[src/rtl/plru4_pkg.sv]
package plru4_pkg;

   localparam int unsigned WAY_W   = 2;
   localparam int unsigned TREE_W  = 3;

   // Tree state of one set.
   // root : 1 -> victim in upper pair (ways 2/3), 0 -> lower pair (ways 0/1)
   // lo   : within lower pair, 1 -> way 1, 0 -> way 0
   // hi   : within upper pair, 1 -> way 3, 0 -> way 2
   typedef struct packed {
      logic hi;
      logic lo;
      logic root;
   } tree_t;

   localparam tree_t TREE_RST = '{hi: 1'b0, lo: 1'b0, root: 1'b0};

endpackage

[src/rtl/plru4_update.sv]
module plru4_update
   import plru4_pkg::*;
(
   input  tree_t             cur_tree,
   input  logic [WAY_W-1:0]  touch_way,
   output tree_t             nxt_tree
);

   // Point the root and the touched pair away from the touched way;
   // the other pair bit is carried through.
   always_comb begin
      nxt_tree = cur_tree;
      unique case (touch_way)
         2'd0: begin
            nxt_tree.root = 1'b1;
            nxt_tree.lo   = 1'b1;
         end
         2'd1: begin
            nxt_tree.root = 1'b1;
            nxt_tree.lo   = 1'b0;
         end
         2'd2: begin
            nxt_tree.root = 1'b0;
            nxt_tree.hi   = 1'b1;
         end
         default: begin
            nxt_tree.root = 1'b0;
            nxt_tree.hi   = 1'b0;
         end
      endcase
   end

endmodule

[src/rtl/plru4_victim.sv]
module plru4_victim
   import plru4_pkg::*;
#(
   parameter bit MUX_DECODE = 1'b1
)
(
   input  tree_t             tree,
   output logic [WAY_W-1:0]  victim
);

   generate
      if (MUX_DECODE) begin : g_mux
         always_comb begin
            if (tree.root)
               victim = tree.hi ? 2'd3 : 2'd2;
            else
               victim = tree.lo ? 2'd1 : 2'd0;
         end
      end else begin : g_gate
         // MSB is the half choice; LSB is the pair bit of that half.
         assign victim[1] = tree.root;
         assign victim[0] = (tree.root & tree.hi) | (~tree.root & tree.lo);
      end
   endgenerate

endmodule

[src/rtl/plru4_store.sv]
module plru4_store
   import plru4_pkg::*;
#(
   parameter int unsigned SET_W = 4,
   localparam int unsigned NUM_SETS = 1 << SET_W
)
(
   input  logic              clk,
   input  logic              rst,
   input  logic              wr_en,
   input  logic [SET_W-1:0]  wr_set,
   input  tree_t             wr_tree,
   input  logic [SET_W-1:0]  rd_a_set,
   output tree_t             rd_a_tree,
   input  logic [SET_W-1:0]  rd_b_set,
   output tree_t             rd_b_tree
);

   tree_t bank [NUM_SETS];

   generate
      for (genvar g = 0; g < NUM_SETS; g++) begin : g_set
         logic sel;
         assign sel = wr_en && (wr_set == SET_W'(g));
         always_ff @(posedge clk) begin
            if (rst)
               bank[g] <= TREE_RST;
            else if (sel)
               bank[g] <= wr_tree;
         end
      end
   endgenerate

   assign rd_a_tree = bank[rd_a_set];
   assign rd_b_tree = bank[rd_b_set];

endmodule

[src/rtl/plru4_sel.sv]
module plru4_sel
   import plru4_pkg::*;
#(
   parameter int unsigned SET_W      = 4,
   parameter bit          MUX_DECODE = 1'b1
)
(
   input  logic              clk,
   input  logic              rst,
   input  logic              access_valid,
   input  logic [SET_W-1:0]  access_set,
   input  logic [1:0]        access_way,
   input  logic [SET_W-1:0]  query_set,
   output logic [1:0]        victim_way
);

   generate
      if (SET_W < 1 || SET_W > 10) begin : g_bad_set_w
         $error("plru4_sel: SET_W must lie in 1..10");
      end
      if (WAY_W != 2 || TREE_W != 3) begin : g_bad_tree
         $error("plru4_sel: tree layout supports four ways only");
      end
   endgenerate

   tree_t acc_tree;
   tree_t acc_next;
   tree_t qry_tree;

   plru4_store #(.SET_W(SET_W)) u_store (
      .clk       (clk),
      .rst       (rst),
      .wr_en     (access_valid),
      .wr_set    (access_set),
      .wr_tree   (acc_next),
      .rd_a_set  (access_set),
      .rd_a_tree (acc_tree),
      .rd_b_set  (query_set),
      .rd_b_tree (qry_tree)
   );

   plru4_update u_update (
      .cur_tree  (acc_tree),
      .touch_way (access_way),
      .nxt_tree  (acc_next)
   );

   plru4_victim #(.MUX_DECODE(MUX_DECODE)) u_victim (
      .tree   (qry_tree),
      .victim (victim_way)
   );

endmodule

[config.mk]
export PLATFORM = sky130hd
export DESIGN_NAME = plru4_sel
export DESIGN_NICKNAME = d
export VERILOG_FILES = /design/src/rtl/plru4_pkg.sv /design/src/rtl/plru4_update.sv /design/src/rtl/plru4_victim.sv /design/src/rtl/plru4_store.sv /design/src/rtl/plru4_sel.sv
export SDC_FILE = /design/constraint.sdc
export NUM_CORES = 1
export LEC_CHECK = 0
export BUFFER_PORTS_ARGS = -buffer_cell sky130_fd_sc_hd__buf_4
export CAP_MARGIN = 20
export CORE_MARGIN = 2
export CORE_UTILIZATION = 65
export CTS_CLUSTER_SIZE = 14
export DETAILED_ROUTE_END_ITERATION = 10
export PLACE_DENSITY = 0.84
export SKIP_CTS_REPAIR_TIMING = 1
export SLEW_MARGIN = 20
export SYNTH_ARGS = -nofsm -noshare
export SYNTH_HDL_FRONTEND = slang
export SYNTH_SLANG_ARGS = --single-unit
[constraint.sdc]
create_clock -name clk -period 3.2 [get_ports clk]
set_clock_uncertainty 0.05 [all_clocks]
set_input_delay 0.16 -clock clk [delete_from_list [all_inputs] [get_ports clk]]
set_output_delay 0.16 -clock clk [all_outputs]
set_load 0.005 [all_outputs]
**After elaboration in Yosys (flattened, before gate mapping)**

Memory sizes are Yosys's and may differ from the RTL's.
Index checks and enable logic that the tools add are counted.

- Eq/ne operators: 17
- Mux-type cells: 72
- Bitwise gates (word level): 16
- Reductions and logical operators: 19

Operators with widths:

| kind | count |
|---|---|
| 1-bit 2-to-1 mux | 53 |
| 3-bit 2-to-1 mux | 16 |
| 4-bit == test (second input constant) | 8 |
| 4-bit by 3-bit == test with 1-bit output (second input constant) | 4 |
| 1-bit logical AND | 16 |
| 1-bit OR | 16 |
| 4-bit by 2-bit == test with 1-bit output (second input constant) | 2 |
| 4-bit by 1-bit == test with 1-bit output (second input constant) | 1 |
| 4-bit logical NOT | 1 |
| 1-bit case mux with 2 select lines | 2 |
| 2-bit by 1-bit == test with 1-bit output (second input constant) | 1 |
| 2-bit == test (second input constant) | 1 |
| 2-bit logical NOT | 1 |
| 2-bit 2-to-1 mux | 1 |
| 2-bit OR reduction | 1 |

- Register bits: 0
- Bits in writable memories: 48
- Output and inout port bits: 2
- Memories: 1

Memories:

| name | words | bits a word | read ports | clocked after memory_dff | wr ports | line | RTL |
|---|---|---|---|---|---|---|---|
| u_store.bank | 16 | 3 | 2 | 0 | 16 | plru4_store.sv:19 | `tree_t bank [NUM_SETS];` |

**Logic depth before layout (Yosys ltp)**

Gate-level depths: netlist (run 1).

- Depth in word-level cells: 6
- Mapped depth: 6
- Mapped depth without buffers: 4

**By module**

Synthesis (run 1) repeated with hierarchy kept, for this count alone.

- Cell total of the unflattened synthesis: 214
- Area total of the unflattened synthesis: 2876.5 um2

Modules (own cells, without submodules):

| module | times used | cells each | area an instance (um2) |
|---|---|---|---|
| plru4_store | 1 | 207 | 2826.5 |
| plru4_update | 1 | 5 | 27.5 |
| plru4_victim | 1 | 2 | 22.5 |

**Worst setup path before layout (run 1)**

Ideal clock, no wire load.

- Kind: input port to flip-flop
- Start: input access_set[0]
- End: memory u_store.bank[10][1] in the netlist's numbering (data pin)
- Arrival: 1.556 ns
- Required time: 2.882 ns
- Path slack: 1.326 ns
- Cell stages on the path: 6
- Path buffers: 2
- Path through: buf_6 > buf_6 > mux4_2 > mux2_2 > nor3b_4 > nor3_1

RTL lines:

| element | line | RTL |
|---|---|---|
| start: declaration | plru4_sel.sv:11 | `input logic [SET_W-1:0] access_set,` |
| end: declaration | plru4_store.sv:19 |  |

==> reports/results.tsv, run 1 <==
metric	value	unit
top_register	u_store.bank	
yosysSeqAreaShare	0.538	
cts_made_buffers	5	
crit_arrival	2.22	ns
worstMarginPinSlew	0.869	ns
port_buffers	14	
die_h	68.2	um
p_per_area	440	nW/um2
clockRootBuffer	clkbuf_8	
syn_nets	219	
crit_slowest_cell	o22ai_2	
dp.cells	254	
nFillCells	259	
grt_pass1_vias	1875	
period_minus_slack	2.25	ns
nets	224	
largest_register_ffs	48	
vias	1876	
fmax	0.444	GHz
synthesis.area	2680	um2
slowest_delay	0.58	ns
grt_max_degree	23	
syn_avg_cell_area	13.0	um2
ir_drop	0.000360	V
start_util	0.675	
leakage	0.994	nW
crit_path_end_kind	flop	
yosys_warnings	0	
clk_pin_slew	0.08	ns
status	finished, final reports clean	
rsz0062_at_grt	false	
slew_headroom	0.420	
drv_cap	0	
holdCritPathClass	primary input to flop	
crit_type	flop to flop	
worstSkewPairLatency	0.30	ns
tns	0	ns
fp.dieW	68.2	um
hpwl	4500	um
finalSetupViolations	0	
std_cell_rows	23	
track_usage	0.302	
drt_wl_total	6230	um
cp-start-kind	flop	
synthFlopType	edfxtp_1	
clock_path_buffers	2	
cts_sinks	48	
top_regs	u_store.bank: 48 flops	
drive_gt1_frac	0.223	
fin_cells	261	
areaGrowthSynthToFinish	5.89	%
finalHoldViolations	0	
worstPathRequired	3.17	ns
crit_chain	mux4_2 > mux2_2 > o22ai_2 > nor3_1	
die_area	4650	um2
grt_pass1_wl	9580	um
min_period_over_period	0.703	
drv_slew	0	
ys_ff_latch	48	
antenna_left	0	
place_congestion	0.879	
async_flop_share	0	
n_antenna_cell	0	
drtIter0Drc	274	
synth_edf_count	48	
drc	0	
h-tree-depth	2	
vias_per_cell	7.19	
grt_overflow_total	0	
path_max_fanout	16	
antenna_found_initial	0	
core	3970	um2
final_common_cell	edfxtp_1	
most-common-layout-cells	edfxtp_1 (48), nor2_1 (36), mux4_2 (20), nand2_1 (19), nor3_1 (15)	
firstDrtPassIters	5	
io_pins	15	
syn_inst	206	
ys_types	31	
tritoncts	yes	
avgRoutedWirePerCell	23.9	um
[synthesized netlist by cell type, types with 2 or more instances]
library cell,n,area [um2]
nand2_1,19,71.3
nor4_1,4,25.0
a21o_1,4,30.0
nor2b_1,4,25.0
mux2i_1,4,40.0
a22oi_1,2,15.0
edfxtp_1,48,1440
buf_4,2,15.0
nand3_1,5,25.0
buf_6,2,22.5
buf_2,3,15.0
mux4_2,20,450
mux2_2,3,33.8
nor3_1,15,75.1
nand2b_1,2,12.5
nor2_1,36,135
o21bai_1,12,90.1
clkbuf_1,8,30.0
[layer usage]
layer	global-route usage	share of wire	wire, um	vias up
met5	0	0	0	-
met4	0.158	0.029	181	0
met3	0.0740	0.12	746	20
met2	0.475	0.49	3080	171
met1	0.392	0.36	2220	891
li1	-	-	-	794
[final timing paths]
| check | start | endpoint | slack [ns] | depth (start not counted) |
|---|---|---|---|---|
| max | u_store.bank[7][1]$_SDFFCE_PN0P_ | u_store.bank[11][1]$_SDFFCE_PN0P_ | 0.95 | 4 |
| min | access_way[1] | u_store.bank[10][0]$_SDFFCE_PN0P_ | 0.27 | 2 |
| max reg2reg | u_store.bank[7][1]$_SDFFCE_PN0P_ | u_store.bank[11][1]$_SDFFCE_PN0P_ | 0.95 | 4 |
| min reg2reg | u_store.bank[8][2]$_SDFFCE_PN0P_ | u_store.bank[9][2]$_SDFFCE_PN0P_ | 0.97 | 3 |
[cell families (layout without fill, tap and decap cells)]
| group | count (synthesis) | count (layout) | share of synthesized area |
|---|---|---|---|
| simple gates | 93 | 93 | 0.164 |
| buf+inv | 17 | 22 | 0.0336 |
| compound gates | 21 | 21 | 0.0687 |
| mux | 27 | 27 | 0.196 |
| flops | 48 | 48 | 0.538 |
[through the flow]
| stage | cell area [um2] | worst slack, ns | utilization | hold WS, ns | total power (W) |
|---|---|---|---|---|---|
| floorplan | 2680 | 1.33 | - | 0.390 | 0.000876 |
| global placement | 2760 | 1.04 | 0.695 | 0.550 | 0.000922 |
| detailed placement | 2760 | 0.967 | 0.695 | 0.556 | 0.000932 |
| CTS | 2840 | 0.986 | 0.714 | 0.253 | 0.00125 |
| global route | 2840 | 0.884 | 0.714 | 0.270 | 0.00129 |
| finish | 2840 | 0.949 | 0.714 | 0.271 | 0.00125 |
[worst max-delay path: cells and delay by family, from the launching register on]
family	cells	cell delay, ns
simple gates	1	0.15
mux	2	0.76
compound gates	1	0.58
flops	1	0.43
[layout make-up]
class	count	area [um2]	share of cell area
clock buffers	5	68.8	0.0243
clock inverters	2	7.51	0.00265
inverters	1	3.75	0.00132
well taps	50	62.6	0.0221
multi-input cells	141	1150	0.404
flip-flops and latches	48	1440	0.508
repair buffers	14	105	0.0371
[power by group]
group          internal [W]  total [W]  leakage [nW]  switching (W)
clock              0.000144   0.000326        0.0391       0.000181
combinational     0.0000809   0.000185         0.470       0.000104
sequential         0.000722   0.000738         0.485      0.0000160
Note: power is estimated with default switching activity, not from simulation.
==> run 2, diff against run 1 <==
- CORE_UTILIZATION: 65 -> 60
- PLACE_DENSITY: 0.84 -> 0.79
- clock period: 3.2 -> 2.1 ns (I/O delays scaled with it)
==> reports/results.tsv, run 2 (synthesis results as in run 1) <==
metric	value	unit	change
status	finished, final reports clean		
period_minus_slack	2.08	ns	
antenna_found_initial	0		unchanged
slowest_delay	0.50	ns	-0.08 ns
grt_pass1_wl	9920	um	+3.5%
finalSetupViolations	0		unchanged
vias_per_cell	6.78		-5.7%
crit_start	u_store.bank[5][2]$_SDFFCE_PN0P_		
grt_busiest_layer	met2		
comb_power_share	0.156		+0.008
internal_power	0.00147	W	+55%
port_buffers	14		unchanged
antenna_left	0		unchanged
dp.cells	259		+2.0%
tns	0	ns	unchanged
top_register	u_store.bank		
crit_arrival	1.93	ns	-0.29 ns
grt_max_degree	23		unchanged
h-tree-depth	2		unchanged
gr-usage-met1	0.363		-0.0289
clock_path_buffers	2		unchanged
grt_overflow_total	0		unchanged
cts_made_buffers	5		unchanged
crit_family	multiplexers		
crit_chain	mux4_2 > a22oi_2 > nand3_1 > mux2_2 > buf_4		
finalHoldViolations	0		unchanged
start_util	0.620		-0.0550
holdCritPathClass	primary input to flop		
final_common_cell	edfxtp_1		
worstMarginPinSlew	0.667	ns	-0.201 ns
fin_cells	267		+2.3%
drive_gt1_frac	0.251		+0.0284
die_h	70.8	um	+3.8%
rsz0062_at_grt	true		
critPathBufInv	1		+1
ir_drop	0.000460	V	+28%
crit_type	flop to primary output		
most-common-layout-cells	edfxtp_1 (48), nor2_1 (36), mux4_2 (20), nand2_1 (19), buf_4 (16)		
nFillCells	320		+24%
top_regs	u_store.bank: 48 flops		
drc	0		unchanged
slew_headroom	0.555		+0.135
r2r_end	u_store.bank[11][2]$_SDFFCE_PN0P_		
fmax	0.481	GHz	
hpwl	4470	um	-0.64%
std_cell_rows	24		+4.3%
met3_usage	0.0470		-0.0270
worstSkewPairLatency	0.30	ns	about the same
drv_cap	0		unchanged
place_congestion	0.926		+5.3%
leakage	1.01	nW	+1.8%
crit_slowest_cell	mux4_2		
drtIter0Drc	189		-31%
critPathCapture	victim_way[0]		
r2r_start	u_store.bank[11][2]$_SDFFCE_PN0P_		
worstHoldStart	access_way[1]		
power_frac_clock	0.266		+0.005
vias	1809		-3.6%
path_max_fanout	2		-14
clockRootBuffer	clkbuf_8		
cts_sinks	48		unchanged
die_area	5020	um2	+7.8%
worstPathRequired	1.95	ns	-1.22 ns
largest_register_ffs	48		unchanged
switching_share	0.243		+0.00158
avgRoutedWirePerCell	23.0	um	-3.7%
min_period_over_period	0.991		
grt_pass1_vias	1859		-0.85%
drv_slew	0		unchanged
track_usage	0.268		-0.0333
holdWs	0.194	ns	-0.0768 ns
drt_wl_total	6140	um	-1.5%
cp-start-kind	flop		
reg2reg_setup_slack	0.03	ns	-0.92 ns
core	4320	um2	+8.9%
tritoncts	yes		
use_met2	0.439		-0.0353
nets	227		+1.3%
firstDrtPassIters	4		-1
reg2reg_depth	3		-1
regArea	1440	um2	unchanged
n_antenna_cell	0		unchanged
multi_input_area	1170	um2	+2.3%
p_per_area	669	nW/um2	+52%
io_pins	15		unchanged
areaGrowthSynthToFinish	8.41	%	
worst-path-stages	5		+1
crit_path_end_kind	primary output		
switchingPower	0.000472	W	+57%
fp.dieW	70.8	um	+3.8%
p_seq_frac	0.578		-0.013
clk_pin_slew	0.08	ns	about the same
==> run 2: changes by cell type in the layout (fill, tap and decap cells not counted), sizes merged <==
cell    before  now
clkbuf       5    7
buf         14   17
clkinv       2    1
==> run 2: how the worst min path moves through the flow <==
stage                                        to  cells after the start  slack (ns)
2_1_floorplan  u_store.bank[9][2]$_SDFFCE_PN0P_                      2        0.33
3_3_place_gp   u_store.bank[7][0]$_SDFFCE_PN0P_                      2        0.49
3_5_place_dp   u_store.bank[4][0]$_SDFFCE_PN0P_                      2        0.50
4_1_cts        u_store.bank[9][0]$_SDFFCE_PN0P_                      2        0.19
5_1_grt        u_store.bank[8][0]$_SDFFCE_PN0P_                      2        0.21
6_report       u_store.bank[9][0]$_SDFFCE_PN0P_                      2        0.19
==> run 2: power groups by stage <==
stage               clock network [W]  registers [W]  logic (W)
global route                 0.000559        0.00113   0.000322
detailed placement                  0        0.00114   0.000288
floorplan                           0        0.00113   0.000206
CTS                          0.000522        0.00112   0.000290
finish                       0.000516        0.00112   0.000303
global placement                    0        0.00114   0.000280
==> run 2: metrics by stage <==
stage	instance area, um2	util	power (W)	setup slack (ns)
4_1_cts	2880	0.666	0.00193	-0.0615
5_1_grt	2900	0.672	0.00201	-0.0323
2_1_floorplan	2680	-	0.00134	0.236
6_report	2900	0.672	0.00194	0.0196
3_3_place_gp	2800	0.647	0.00142	0.0519
3_5_place_dp	2800	0.647	0.00143	-0.0558
==> run 2: routing by layer <==
metal | vias up | wire length, um
li1 | 799 | -
met1 | 884 | 2340
met2 | 115 | 3100
met3 | 11 | 574
met4 | 0 | 119
met5 | - | 0
==> run 2: cell type report <==
cell class	count	share of cell area
Sequential cell	48	0.496
Inverter	1	0.00129
Clock buffer	7	0.0263
Multi-Input combinational cell	141	0.404
Clock inverter	1	0.00129
Timing Repair Buffer	17	0.0483
Tap cell	52	0.0224
==> run 2: worst reg2reg max path, stage by stage, from the launching register on <==
cell and delay (ns):
edfxtp_1 0.40, mux4_2 0.52, a2111oi_4 0.69, nor3_1 0.13
